## config.mk

```make
export PLATFORM = sky130hd
export DESIGN_NAME = evt_timer16
export DESIGN_NICKNAME = d
export VERILOG_FILES = /design/src/rtl/evt_timer16_pkg.sv /design/src/rtl/et_regs.sv /design/src/rtl/et_source.sv /design/src/rtl/et_core.sv /design/src/rtl/evt_timer16.sv
export SDC_FILE = /design/constraint.sdc
export NUM_CORES = 1
export LEC_CHECK = 0
export BUFFER_PORTS_ARGS = -buffer_cell sky130_fd_sc_hd__buf_4
export CORE_ASPECT_RATIO = 1.4
export CORE_MARGIN = 2
export CORE_UTILIZATION = 55
export CTS_CLUSTER_SIZE = 12
export DETAILED_ROUTE_END_ITERATION = 8
export GPL_TIMING_DRIVEN = 1
export PLACE_DENSITY_LB_ADDON = 0.08
export SYNTH_ARGS = -nofsm -noshare
export SYNTH_HDL_FRONTEND = slang
export SYNTH_HIERARCHICAL = 1
export SYNTH_SLANG_ARGS = --single-unit
```

## constraint.sdc

```tcl
create_clock -name clk -period 2.9 [get_ports clk]
set_input_delay 0.145 -clock clk [delete_from_list [all_inputs] [get_ports clk]]
set_output_delay 0.145 -clock clk [all_outputs]
set_load 0.02 [all_outputs]
```

## src/rtl/evt_timer16_pkg.sv

```systemverilog
package evt_timer16_pkg;

  typedef enum logic [1:0] {
    MODE_STOP  = 2'b00,
    MODE_EVENT = 2'b01,
    MODE_TIMER = 2'b10,
    MODE_PULSE = 2'b11
  } et_mode_e;

  localparam logic [1:0] ADDR_LOW  = 2'd0;
  localparam logic [1:0] ADDR_HIGH = 2'd1;
  localparam logic [1:0] ADDR_CTRL = 2'd2;

  localparam int CTRL_MODE_LSB = 0;
  localparam int CTRL_EN_BIT   = 2;
  localparam int CTRL_EDGE_BIT = 3;
  localparam int CTRL_SRC_BIT  = 4;
  localparam int CTRL_OVF_BIT  = 7;

endpackage

```

## src/rtl/et_regs.sv

```systemverilog
module et_regs
  import evt_timer16_pkg::*;
#(
  parameter int BYTE_W = 8
) (
  input  logic                clk,
  input  logic                rst_n,
  input  logic                wr_i,
  input  logic                rd_i,
  input  logic [1:0]          addr_i,
  input  logic [BYTE_W-1:0]   wdata_i,
  input  logic [2*BYTE_W-1:0] count_i,
  input  logic                ovf_i,
  output logic [BYTE_W-1:0]   rdata_o,
  output logic [2*BYTE_W-1:0] preload_o,
  output et_mode_e            mode_o,
  output logic                en_o,
  output logic                edge_o,
  output logic                src_o,
  output logic                en_rise_o,
  output logic                ovf_clr_o
);

  localparam int CNT_W = 2 * BYTE_W;

  logic [BYTE_W-1:0] hold_q, hold_d;
  logic [CNT_W-1:0]  pre_q, pre_d;
  et_mode_e          mode_q, mode_d;
  logic              en_q, en_d;
  logic              edge_q, edge_d;
  logic              src_q, src_d;

  logic wr_low, wr_high, wr_ctrl, rd_high;
  logic [BYTE_W-1:0] ctrl_rd;
  logic ctrl_unused;

  assign wr_low  = wr_i && (addr_i == ADDR_LOW);
  assign wr_high = wr_i && (addr_i == ADDR_HIGH);
  assign wr_ctrl = wr_i && (addr_i == ADDR_CTRL);
  assign rd_high = rd_i && !wr_i && (addr_i == ADDR_HIGH);
  assign ctrl_unused = ^wdata_i[CTRL_OVF_BIT-1:CTRL_SRC_BIT+1];

  // Next-state logic
  always_comb begin
    hold_d = hold_q;
    if (wr_low)
      hold_d = wdata_i;
    else if (rd_high)
      hold_d = count_i[BYTE_W-1:0];

    pre_d = pre_q;
    if (wr_high)
      pre_d = {wdata_i, hold_q};

    mode_d = mode_q;
    en_d   = en_q;
    edge_d = edge_q;
    src_d  = src_q;
    if (wr_ctrl) begin
      mode_d = et_mode_e'(wdata_i[CTRL_MODE_LSB +: 2]);
      en_d   = wdata_i[CTRL_EN_BIT];
      edge_d = wdata_i[CTRL_EDGE_BIT];
      src_d  = wdata_i[CTRL_SRC_BIT];
    end
  end

  always_ff @(posedge clk or negedge rst_n) begin
    if (!rst_n) begin
      hold_q <= '0;
      pre_q  <= '0;
      mode_q <= MODE_STOP;
      en_q   <= 1'b0;
      edge_q <= 1'b0;
      src_q  <= 1'b0;
    end else begin
      hold_q <= hold_d;
      pre_q  <= pre_d;
      mode_q <= mode_d;
      en_q   <= en_d;
      edge_q <= edge_d;
      src_q  <= src_d;
    end
  end

  assign en_rise_o = wr_ctrl && wdata_i[CTRL_EN_BIT] && !en_q;
  assign ovf_clr_o = wr_ctrl && !wdata_i[CTRL_OVF_BIT];

  always_comb begin
    ctrl_rd = '0;
    ctrl_rd[CTRL_MODE_LSB +: 2] = mode_q;
    ctrl_rd[CTRL_EN_BIT]        = en_q;
    ctrl_rd[CTRL_EDGE_BIT]      = edge_q;
    ctrl_rd[CTRL_SRC_BIT]       = src_q;
    ctrl_rd[CTRL_OVF_BIT]       = ovf_i;
  end

  always_comb begin
    case (addr_i)
      ADDR_LOW:  rdata_o = hold_q;
      ADDR_HIGH: rdata_o = count_i[CNT_W-1:BYTE_W];
      ADDR_CTRL: rdata_o = ctrl_rd;
      default:   rdata_o = '0;
    endcase
  end

  assign preload_o = pre_q;
  assign mode_o    = mode_q;
  assign en_o      = en_q;
  assign edge_o    = edge_q;
  assign src_o     = src_q;

  // low-byte write leaves the reload value untouched
  p_low_keeps_preload_r2: assert property (@(posedge clk) disable iff (!rst_n)
    wr_low |=> $stable(pre_q));

  // high-byte write commits both halves at once
  p_commit_pair_r3: assert property (@(posedge clk) disable iff (!rst_n)
    wr_high |=> (pre_q == {$past(wdata_i), $past(hold_q)}));

  // high-byte read snapshots the counter low byte of that cycle
  p_snapshot_r4: assert property (@(posedge clk) disable iff (!rst_n)
    rd_high |=> (hold_q == $past(count_i[BYTE_W-1:0])));

endmodule

```

## src/rtl/et_source.sv

```systemverilog
module et_source
  import evt_timer16_pkg::*;
#(
  parameter int SYNC_STAGES = 2,
  parameter int PRE_DIV     = 4
) (
  input  logic     clk,
  input  logic     rst_n,
  input  logic     ext_i,
  input  logic     tick_i,
  input  et_mode_e mode_i,
  input  logic     en_i,
  input  logic     edge_i,
  input  logic     src_i,
  input  logic     restart_i,
  output logic     step_o
);

  localparam int PW = (PRE_DIV > 1) ? $clog2(PRE_DIV) : 1;
  localparam logic [PW-1:0] PRE_LAST = PW'(PRE_DIV - 1);

  logic [SYNC_STAGES-1:0] sync_q, sync_d;
  logic                   prev_q, prev_d;
  logic [PW-1:0]          pre_q, pre_d;

  logic lvl, edge_rise, edge_fall, edge_hit, active, div_tick, int_tick;

  always_comb begin
    sync_d = {sync_q[SYNC_STAGES-2:0], ext_i};
    prev_d = sync_q[SYNC_STAGES-1];

    pre_d = pre_q;
    if (restart_i)
      pre_d = '0;
    else if (en_i)
      pre_d = (pre_q == PRE_LAST) ? '0 : pre_q + 1'b1;
  end

  always_ff @(posedge clk or negedge rst_n) begin
    if (!rst_n) begin
      sync_q <= '0;
      prev_q <= 1'b0;
      pre_q  <= '0;
    end else begin
      sync_q <= sync_d;
      prev_q <= prev_d;
      pre_q  <= pre_d;
    end
  end

  assign lvl       = sync_q[SYNC_STAGES-1];
  assign edge_rise = lvl && !prev_q;
  assign edge_fall = !lvl && prev_q;
  assign edge_hit  = edge_i ? edge_fall : edge_rise;
  assign active    = lvl ^ edge_i;
  assign div_tick  = en_i && (pre_q == PRE_LAST);
  assign int_tick  = src_i ? tick_i : div_tick;

  always_comb begin
    step_o = 1'b0;
    if (en_i) begin
      case (mode_i)
        MODE_EVENT: step_o = edge_hit;
        MODE_TIMER: step_o = int_tick;
        MODE_PULSE: step_o = int_tick && active;
        default:    step_o = 1'b0;
      endcase
    end
  end

  // divided ticks are never back to back
  p_div_gap_r7: assert property (@(posedge clk) disable iff (!rst_n)
    div_tick |=> !div_tick);

  // a detected rising edge reflects the pin two clocks earlier
  p_sync_lat_r9: assert property (@(posedge clk) disable iff (!rst_n)
    edge_rise |-> $past(ext_i, SYNC_STAGES));

endmodule

```

## src/rtl/et_core.sv

```systemverilog
module et_core
  import evt_timer16_pkg::*;
#(
  parameter int CNT_W = 16
) (
  input  logic             clk,
  input  logic             rst_n,
  input  logic             step_i,
  input  logic             load_i,
  input  logic [CNT_W-1:0] preload_i,
  input  logic             ovf_clr_i,
  input  et_mode_e         mode_i,
  output logic [CNT_W-1:0] count_o,
  output logic             ovf_o
);

  localparam logic [CNT_W-1:0] CNT_MAX = '1;

  logic [CNT_W-1:0] count_q, count_d;
  logic             ovf_q, ovf_d;
  logic             wrap;

  always_comb begin
    count_d = count_q;
    wrap    = 1'b0;
    if (load_i) begin
      count_d = preload_i;
    end else if (step_i) begin
      if (count_q == CNT_MAX) begin
        count_d = preload_i;
        wrap    = 1'b1;
      end else begin
        count_d = count_q + 1'b1;
      end
    end

    ovf_d = ovf_q;
    if (wrap)
      ovf_d = 1'b1;
    else if (ovf_clr_i)
      ovf_d = 1'b0;
  end

  always_ff @(posedge clk or negedge rst_n) begin
    if (!rst_n) begin
      count_q <= '0;
      ovf_q   <= 1'b0;
    end else begin
      count_q <= count_d;
      ovf_q   <= ovf_d;
    end
  end

  assign count_o = count_q;
  assign ovf_o   = ovf_q;

  // enable rising reloads the counter
  p_enable_load_r6: assert property (@(posedge clk) disable iff (!rst_n)
    load_i |=> (count_q == $past(preload_i)));

  // rollover reloads and raises the flag
  p_wrap_reload_r11: assert property (@(posedge clk) disable iff (!rst_n)
    (step_i && !load_i && count_q == CNT_MAX) |=> (count_q == $past(preload_i) && ovf_q));

  // flag is sticky until a clearing write
  p_flag_sticky_r11: assert property (@(posedge clk) disable iff (!rst_n)
    (ovf_q && !ovf_clr_i) |=> ovf_q);

  // stopped mode holds the count
  p_stop_hold_r12: assert property (@(posedge clk) disable iff (!rst_n)
    (mode_i == MODE_STOP && !load_i) |=> $stable(count_q));

endmodule

```

## src/rtl/evt_timer16.sv

```systemverilog
module evt_timer16
  import evt_timer16_pkg::*;
#(
  parameter int BYTE_W      = 8,
  parameter int SYNC_STAGES = 2,
  parameter int PRE_DIV     = 4
) (
  input  logic              clk,
  input  logic              rst_n,
  input  logic              bus_wr,
  input  logic              bus_rd,
  input  logic [1:0]        bus_addr,
  input  logic [BYTE_W-1:0] bus_wdata,
  output logic [BYTE_W-1:0] bus_rdata,
  input  logic              base_tick,
  input  logic              ext_evt
);

  localparam int CNT_W = 2 * BYTE_W;

  logic [CNT_W-1:0] count, preload;
  logic             ovf, en, edge_sel, src_sel, en_rise, ovf_clr, step;
  et_mode_e         mode;

  et_regs #(.BYTE_W(BYTE_W)) u_regs (
    .clk       (clk),
    .rst_n     (rst_n),
    .wr_i      (bus_wr),
    .rd_i      (bus_rd),
    .addr_i    (bus_addr),
    .wdata_i   (bus_wdata),
    .count_i   (count),
    .ovf_i     (ovf),
    .rdata_o   (bus_rdata),
    .preload_o (preload),
    .mode_o    (mode),
    .en_o      (en),
    .edge_o    (edge_sel),
    .src_o     (src_sel),
    .en_rise_o (en_rise),
    .ovf_clr_o (ovf_clr)
  );

  et_source #(.SYNC_STAGES(SYNC_STAGES), .PRE_DIV(PRE_DIV)) u_source (
    .clk       (clk),
    .rst_n     (rst_n),
    .ext_i     (ext_evt),
    .tick_i    (base_tick),
    .mode_i    (mode),
    .en_i      (en),
    .edge_i    (edge_sel),
    .src_i     (src_sel),
    .restart_i (en_rise),
    .step_o    (step)
  );

  et_core #(.CNT_W(CNT_W)) u_core (
    .clk       (clk),
    .rst_n     (rst_n),
    .step_i    (step),
    .load_i    (en_rise),
    .preload_i (preload),
    .ovf_clr_i (ovf_clr),
    .mode_i    (mode),
    .count_o   (count),
    .ovf_o     (ovf)
  );

endmodule

```

==> flow_metrics.py, run 1 <==
metrics = {
    "clocking": {
        "clock_latency_ns": 0.30,
        "cts_root_buf": "clkbuf_8",
        "clk_pin_slew_ns": 0.09,
        "cts_num_sinks": 51,
        "cts-resized-gates": 0,
        "cts_tree": "built",
        "cts-htree-levels": 2,
        "cts_buffers": 5,
        "clockBufferDepth": 2,
    },
    "sta": {
        "fin_crit_sh_pct": 76.19,
        "finalWorstSetupSlack_ns": 0.6905,
        "hold_viol_final": 0,
        "slew_violations": 0,
        "relSlewSlack_pct": 56.17,
        "setup_viol": 0,
        "rsz0062_at_grt": "no",
        "final.setup.tns_ns": 0,
        "fin_worst_skew_ns": 0.008444,
        "tightest_slew_ns": 0.6575,
        "fmax_mhz": 452.6,
        "fin_crit_ns": 2.210,
    },
    "critical_path": {
        "critical_path_class": "reg -> reg",
        "reg2reg_to": "u_core/count_o[13]",
        "r2r_slack_ns": 0.69,
        "r2r-start": "u_core/count_o[0]",
        "endpoint_kind": "flip-flop",
        "arrival_ns": 2.39,
        "path_max_fanout": 17,
        "critPathRequiredTime_ns": 3.08,
        "rr_worst_depth": 6,
        "critPathLaunchType": "flip-flop",
    },
    "pwr": {
        "power_density_nw_per_um2": 688.5,
        "ir_worst_vdd_mv": 0.3947,
        "leakagePower_nw": 1.349,
    },
    "synthesis": {
        "yosysTopAreaCellShare_pct": 44.74,
        "ys_ff_latch": 51,
        "async_reset_ff_share_pct": 100.0,
        "ys_types": 59,
        "synth_area_um2": 2853,
        "avgSynthCellArea_um2": 10.72,
        "synthCells": 266,
        "yosysTopAreaCell": "dfrtp_1",
        "ys_seq_area_share_pct": 44.74,
        "yosys-top-cells-area": "dfrtp_1 (45%), mux2_4 (5.3%), mux2_2 (4.3%), mux2i_1 (3.9%), o21ai_0 (3.0%)",
        "ys_top_cells_by_count": "dfrtp_1 (51), nand2_1 (20), nor2_1 (19), o21ai_0 (17)",
        "synthFlopType": "dfrtp_1",
        "synth_edf_count": 0,
        "yosysWarningCount": 6,
        "synthesis.nets": 284,
        "synth.most_common_cell": "dfrtp_1",
    },
    "job": {
        "cap_violations": 0,
    },
    "placement": {
        "preCtsSetupSlack_ns": 0.6528,
        "place.gp.congestion": 0.8885,
        "port_buffers": 23,
        "dpl.hpwl_mm": 4.983,
    },
    "drt": {
        "drtIter0Drc": 226,
        "vias": 2189,
        "dr.pass1.iters": 4,
        "drc": 0,
        "viasPerCell": 6.254,
        "ant_nets": 0,
        "drt_wl_total_mm": 6.857,
        "wl_per_cell_um": 19.59,
    },
    "die": {
        "die_y_um": 89.22,
        "initial_utilization_pct": 56.14,
        "die_area_um2": 5787,
        "io_pins": 24,
        "row_count": 31,
        "die_w_um": 64.87,
        "core_um2": 5081,
    },
    "min_path": {
        "hold_class": "in -> reg",
        "hold_path_end": "u_regs/preload_o[14]",
        "holdCritStartpoint": "bus_wdata[6]",
        "hold_depth": 2,
    },
    "global_routing": {
        "grt_usage_pct": 26.08,
        "grt_first_pass_wirelength_mm": 11.32,
        "grt_start_max_net_pins": 52,
        "antenna_found_initial": 0,
        "grt_pass1_vias": 2175,
        "grt_remaining_overflow": 0,
    },
    "final_layout": {
        "area_delta_synth_final_pct": 8.640,
        "layout-drive-gt1-share_pct": 25.00,
        "insertedDiodeCount": 0,
        "final_nets": 303,
    },
    "outcome": {
        "status": "complete, no violations",
    },
}
-- layer usage --
layer	up-vias	track usage, %	share of wire, %
li1	1019	-	-
met1	1086	32.02	42
met2	70	45.36	52
met3	14	4.534	3.8
met4	0	11.03	3.0
met5	-	0	0
-- registers in the layout (all words and copies together) (netlist names) --
register          cells
u_source/sync_q       2
u_regs/en_o           1
u_regs/preload_o     16
u_regs/edge_o         1
u_core/count_o       16
u_regs/hold_q         8
u_source/pre_q        2
u_source/prev_q       1
u_regs/mode_o         2
u_core/ovf_o          1
u_regs/src_o          1
-- worst max-delay path, cell delays in order (launching register included) --
cell     delay, ns
dfrtp_1       0.48
ha_1          0.27
and4_1        0.27
a41oi_4       0.62
o21ai_0       0.19
a21oi_1       0.18
a21oi_1       0.06
-- cells in the final DEF (no fill, tap or decap), types with 3 or more instances in the layout --
master,netlist,final
and4_1,3,3
nand3_1,9,9
o21ai_2,4,4
nand4_1,3,3
mux2_2,11,11
buf_4,1,24
mux2_4,10,10
mux2i_1,11,11
o31ai_1,5,5
dfrtp_1,51,51
nand2_1,20,20
inv_1,8,8
o32ai_1,8,8
nor2_1,19,19
nand2b_1,6,6
a21oi_1,9,9
o21ai_0,17,17
nor2b_1,4,4
a21oi_2,4,4
and3_1,3,3
clkbuf_8,0,5
-- stage by stage --
step	power, mW	std cells	instance area [um^2]	hold slack, ns	util (%)
2_1_floorplan	1.549	266	2853	-0.1506	-
3_3_place_gp	1.748	342	3007	0.2190	59.17
3_5_place_dp	1.761	342	3007	0.2212	59.17
4_1_cts	2.143	350	3099	0.08370	60.99
5_1_grt	2.263	350	3099	0.08199	60.99
6_report	2.134	350	3099	0.08947	60.99
-- cell families (layout without fill, tap and decap cells) --
kind of cell    count (synthesis)  after routing  share of synthesized area, %
simple gates                   86             86                         16.80
compound gates                 71             71                         18.47
buf+inv                        22             40                         5.044
mux                            32             32                         13.46
fa+ha+maj                       2              2                        0.8771
xor+xnor                        2              2                        0.6141
flops                          51             51                         44.74
-- report_power, final --
group / internal, mW / total [mW] / leakage (nW) / switching, mW
registers: 0.909 / 1.16 / 0.609 / 0.253
clock network: 0.161 / 0.376 / 0.0371 / 0.215
logic: 0.300 / 0.595 / 0.702 / 0.295
total: 1.37 / 2.13 / 1.35 / 0.763
-- worst max path at each step --
stage | startpoint | to | cells after the start
2_1_floorplan | bus_wr | u_core/count_o[8] | 8
6_report | u_core/count_o[0] | u_core/count_o[13] | 6
3_3_place_gp | bus_addr[0] | u_core/count_o[11] | 9
4_1_cts | u_source/pre_q[0] | u_core/count_o[10] | 8
3_5_place_dp | bus_addr[0] | u_core/count_o[11] | 9
5_1_grt | u_core/count_o[0] | u_core/count_o[13] | 6
-- layout make-up --
type,instances,area [um^2]
Clock buffer,6,72.57
Multi-Input combinational cell,193,1438
Fill cell,446,1982
Timing Repair Buffer,26,200.2
Sequential cell,51,1276
Tap cell,66,82.58
Inverter,8,30.03
-- repair_timing --
item                      CTS  global route
buffers inserted            0             0
hold endpoints to repair   52             0
hold buffers                2             0
(Power assumes the default switching activity.)
==> run 2: changes to the inputs <==
--- a/config.mk
+++ b/config.mk
@@ -5,6 +5,7 @@
 export SDC_FILE = /design/constraint.sdc
 export NUM_CORES = 1
 export LEC_CHECK = 0
+export ABC_AREA = 1
 export BUFFER_PORTS_ARGS = -buffer_cell sky130_fd_sc_hd__buf_4
 export CORE_ASPECT_RATIO = 1.4
 export CORE_MARGIN = 2
==> constraint.sdc (replaced) <==
create_clock -name clk -period 2.1 [get_ports clk]
set_input_delay 0.105 -clock clk [delete_from_list [all_inputs] [get_ports clk]]
set_output_delay 0.105 -clock clk [all_outputs]
set_load 0.02 [all_outputs]
==> run 2 against run 1 <==
Synthesized area rose by 9.6%; sequential share of layout area decreased by 4.1 points; critical path depth increased by 3; fmax grew 22%; via count is 22% higher; routed wire length grew 6.2%; count of clock-buffer cells in the layout unchanged; final cell count grew 49%; non-clock buffer count rose by 1; worst setup slack got worse by 0.40 ns; critical path type unchanged; largest cell class unchanged.
==> flow_metrics.py, run 2 <==
metrics = {
    "pwr": {
        "ir_worst_vdd_mv": 0.5840,
        "leakagePower_nw": 1.822,
        "power_density_nw_per_um2": 995.3,
    },
    "clocking": {
        "cts_tree": "built",
        "cts_buffers": 5,
        "cts-resized-gates": 0,
        "clock_latency_ns": 0.30,
        "cts-htree-levels": 2,
        "post-cts-setup-buffers": 0,
        "clk_pin_slew_ns": 0.10,
        "cts_num_sinks": 51,
        "cts_root_buf": "clkbuf_8",
        "clockBufferDepth": 2,
    },
    "synthesis": {
        "synth.most_common_cell": "nand2_1",
        "ys_ff_latch": 51,
        "avgSynthCellArea_um2": 7.308,
        "synthCells": 428,
        "yosysTopAreaCell": "dfrtp_1",
        "yosys-top-cells-area": "dfrtp_1 (41%), nand2_1 (20%), nand3_1 (8.6%), inv_1 (6.1%), nand2_2 (3.2%)",
        "yosysTopAreaCellShare_pct": 40.80,
        "ys_types": 31,
        "synth_area_um2": 3128,
        "synthFlopType": "dfrtp_1",
        "ys_top_cells_by_count": "nand2_1 (163), nand3_1 (54), dfrtp_1 (51), inv_1 (51), nor2_1 (20)",
        "synth_edf_count": 0,
        "yosysWarningCount": 6,
        "async_reset_ff_share_pct": 100.0,
        "ys_seq_area_share_pct": 40.80,
        "synthesis.nets": 446,
    },
    "final_layout": {
        "utilization_pct": 62.73,
        "insertedDiodeCount": 0,
        "final_common_cell": "nand2_1",
        "final_area_um2": 3441,
        "final_cell_mix": "nand2_1 (163), nand3_1 (54), inv_1 (51), dfrtp_1 (51), buf_4 (25)",
        "layout-drive-gt1-share_pct": 17.48,
        "final_nets": 469,
        "area_delta_synth_final_pct": 10.00,
        "fillers": 520,
        "final_cells": 520,
    },
    "sta": {
        "fmax_mhz": 553.0,
        "relSlewSlack_pct": 56.93,
        "fin_crit_sh_pct": 86.12,
        "setup_viol": 0,
        "fin_worst_skew_ns": 0.008324,
        "slew_violations": 0,
        "rsz0062_at_grt": "no",
        "fin_crit_ns": 1.808,
        "hold_slack_ns": 0.03780,
        "hold_viol_final": 0,
        "tightest_slew_ns": 0.6460,
        "final.setup.tns_ns": 0,
    },
    "drt": {
        "viasPerCell": 5.146,
        "vias": 2676,
        "drt_wl_total_mm": 7.284,
        "drc": 0,
        "wl_per_cell_um": 14.01,
        "dr.pass1.iters": 5,
        "drtIter0Drc": 179,
        "ant_nets": 0,
    },
    "placement": {
        "place_area_um2": 3303,
        "place.gp.congestion": 0.8679,
        "placed_cells": 510,
        "port_buffers": 23,
        "dpl.hpwl_mm": 5.497,
    },
    "critical_path": {
        "critPathRequiredTime_ns": 2.30,
        "critical-path-max-stage-delay_ns": 0.46,
        "worst_path_max_delay_cell": "dfrtp_1",
        "critical_path_class": "reg -> reg",
        "critPathTopFamily": "simple AND/OR/NAND/NOR gates",
        "crit_chain": "ha_1 -> nand2_2 -> nor2_4 -> nand3_1 -> nor2_1 -> nor2_1 -> nand2_1 -> nand3_1 -> nand2_1",
        "path_buf_inv": 0,
        "arrival_ns": 2.01,
        "critPathLaunchType": "flip-flop",
        "endpoint_kind": "flip-flop",
        "path_max_fanout": 6,
    },
    "die": {
        "die_area_um2": 6315,
        "core_um2": 5485,
        "row_count": 32,
        "io_pins": 24,
        "die_w_um": 67.74,
        "initial_utilization_pct": 57.03,
        "die_y_um": 93.23,
    },
    "global_routing": {
        "grt_remaining_overflow": 0,
        "grt_usage_pct": 25.50,
        "grt_pass1_vias": 2510,
        "grt_first_pass_wirelength_mm": 11.88,
        "grt_start_max_net_pins": 52,
        "antenna_found_initial": 0,
    },
    "min_path": {
        "hold_class": "in -> reg",
    },
    "outcome": {
        "status": "complete, no violations",
    },
    "job": {
        "cap_violations": 0,
    },
}
[run 2: changes by cell type after synthesis, sizes merged, moves of 6 or more]
cell	change
o32ai	-8
mux2i	-11
mux2	-21
inv	+49
nand2	+163
nand2b	-6
a21oi	-13
nor2	+6
nand3	+46
[run 2: report_power, final]
group          internal (mW)  leakage, nW  total (mW)  switching [mW]
combinational          0.444         1.10        1.09           0.646
sequential              1.27        0.657        1.63           0.360
clock                  0.386       0.0612       0.707           0.321
total                   2.10         1.82        3.42            1.33
[run 2: path summary, 6_finish.rpt]
check	startpoint	endpoint	slack, ns	cells past startpoint
worst max-delay path	u_core/count_o[0]	u_core/count_o[14]	0.29	9
worst min-delay path	bus_wdata[5]	u_regs/preload_o[13]	0.04	3
worst max register to register	u_core/count_o[0]	u_core/count_o[14]	0.29	9
worst min register to register	u_source/sync_q[0]	u_source/sync_q[1]	0.36	0
max in group asynchronous	rst_n	u_core/count_o[6]	1.31	2
min in group asynchronous	rst_n	u_source/pre_q[0]	0.35	2
[run 2: metrics by stage]
stage | worst slack, ns | total power [mW]
global placement | 0.3395 | 2.692
CTS | 0.2975 | 3.446
floorplan | 0.3861 | 2.341
detailed placement | 0.2646 | 2.725
global route | 0.1421 | 3.662
finish | 0.2915 | 3.425
[run 2: cell type report]
type | instances | area, um^2 | area share (%)
Clock inverter | 2 | 35.03 | 1.018
Clock buffer | 6 | 82.58 | 2.400
Tap cell | 68 | 85.08 | 2.473
Inverter | 57 | 214.0 | 6.218
Sequential cell | 51 | 1276 | 37.09
Timing Repair Buffer | 27 | 207.7 | 6.036
Multi-Input combinational cell | 309 | 1540 | 44.76
[run 2: worst register-to-register path, cell delays in order (launching register included)]
cell,delay [ns]
dfrtp_1,0.46
ha_1,0.29
nand2_2,0.10
nor2_4,0.06
nand3_1,0.11
nor2_1,0.07
nor2_1,0.35
nand2_1,0.13
nand3_1,0.09
nand2_1,0.06
[run 2: per-layer routing]
layer  track usage (%)  vias up  wire, um
met5                 0        -         0
met4             9.014        0       125
met3             3.730       12       270
met2             41.50       55      3576
met1             34.16     1232      3311
li1                  -     1377         -
[run 2: cell families (layout without fill, tap and decap cells)]
kind of cell	after synthesis	in the layout	share of synthesized area, %
and+or+nand+nor	269	269	39.64
buffers and inverters	68	92	9.960
DFF	51	51	40.80
AOI/OAI and AO/OA	35	35	7.960
xor gates and xnor gates	3	3	0.8402
adders and majority gates	2	2	0.7999
[run 2: what timing repair did]
| item | 4_1_cts | 5_1_grt |
|---|---|---|
| setup endpoints to repair | 0 | 0 |
| hold endpoints to repair | 52 | 0 |
| hold buffers | 2 | 0 |
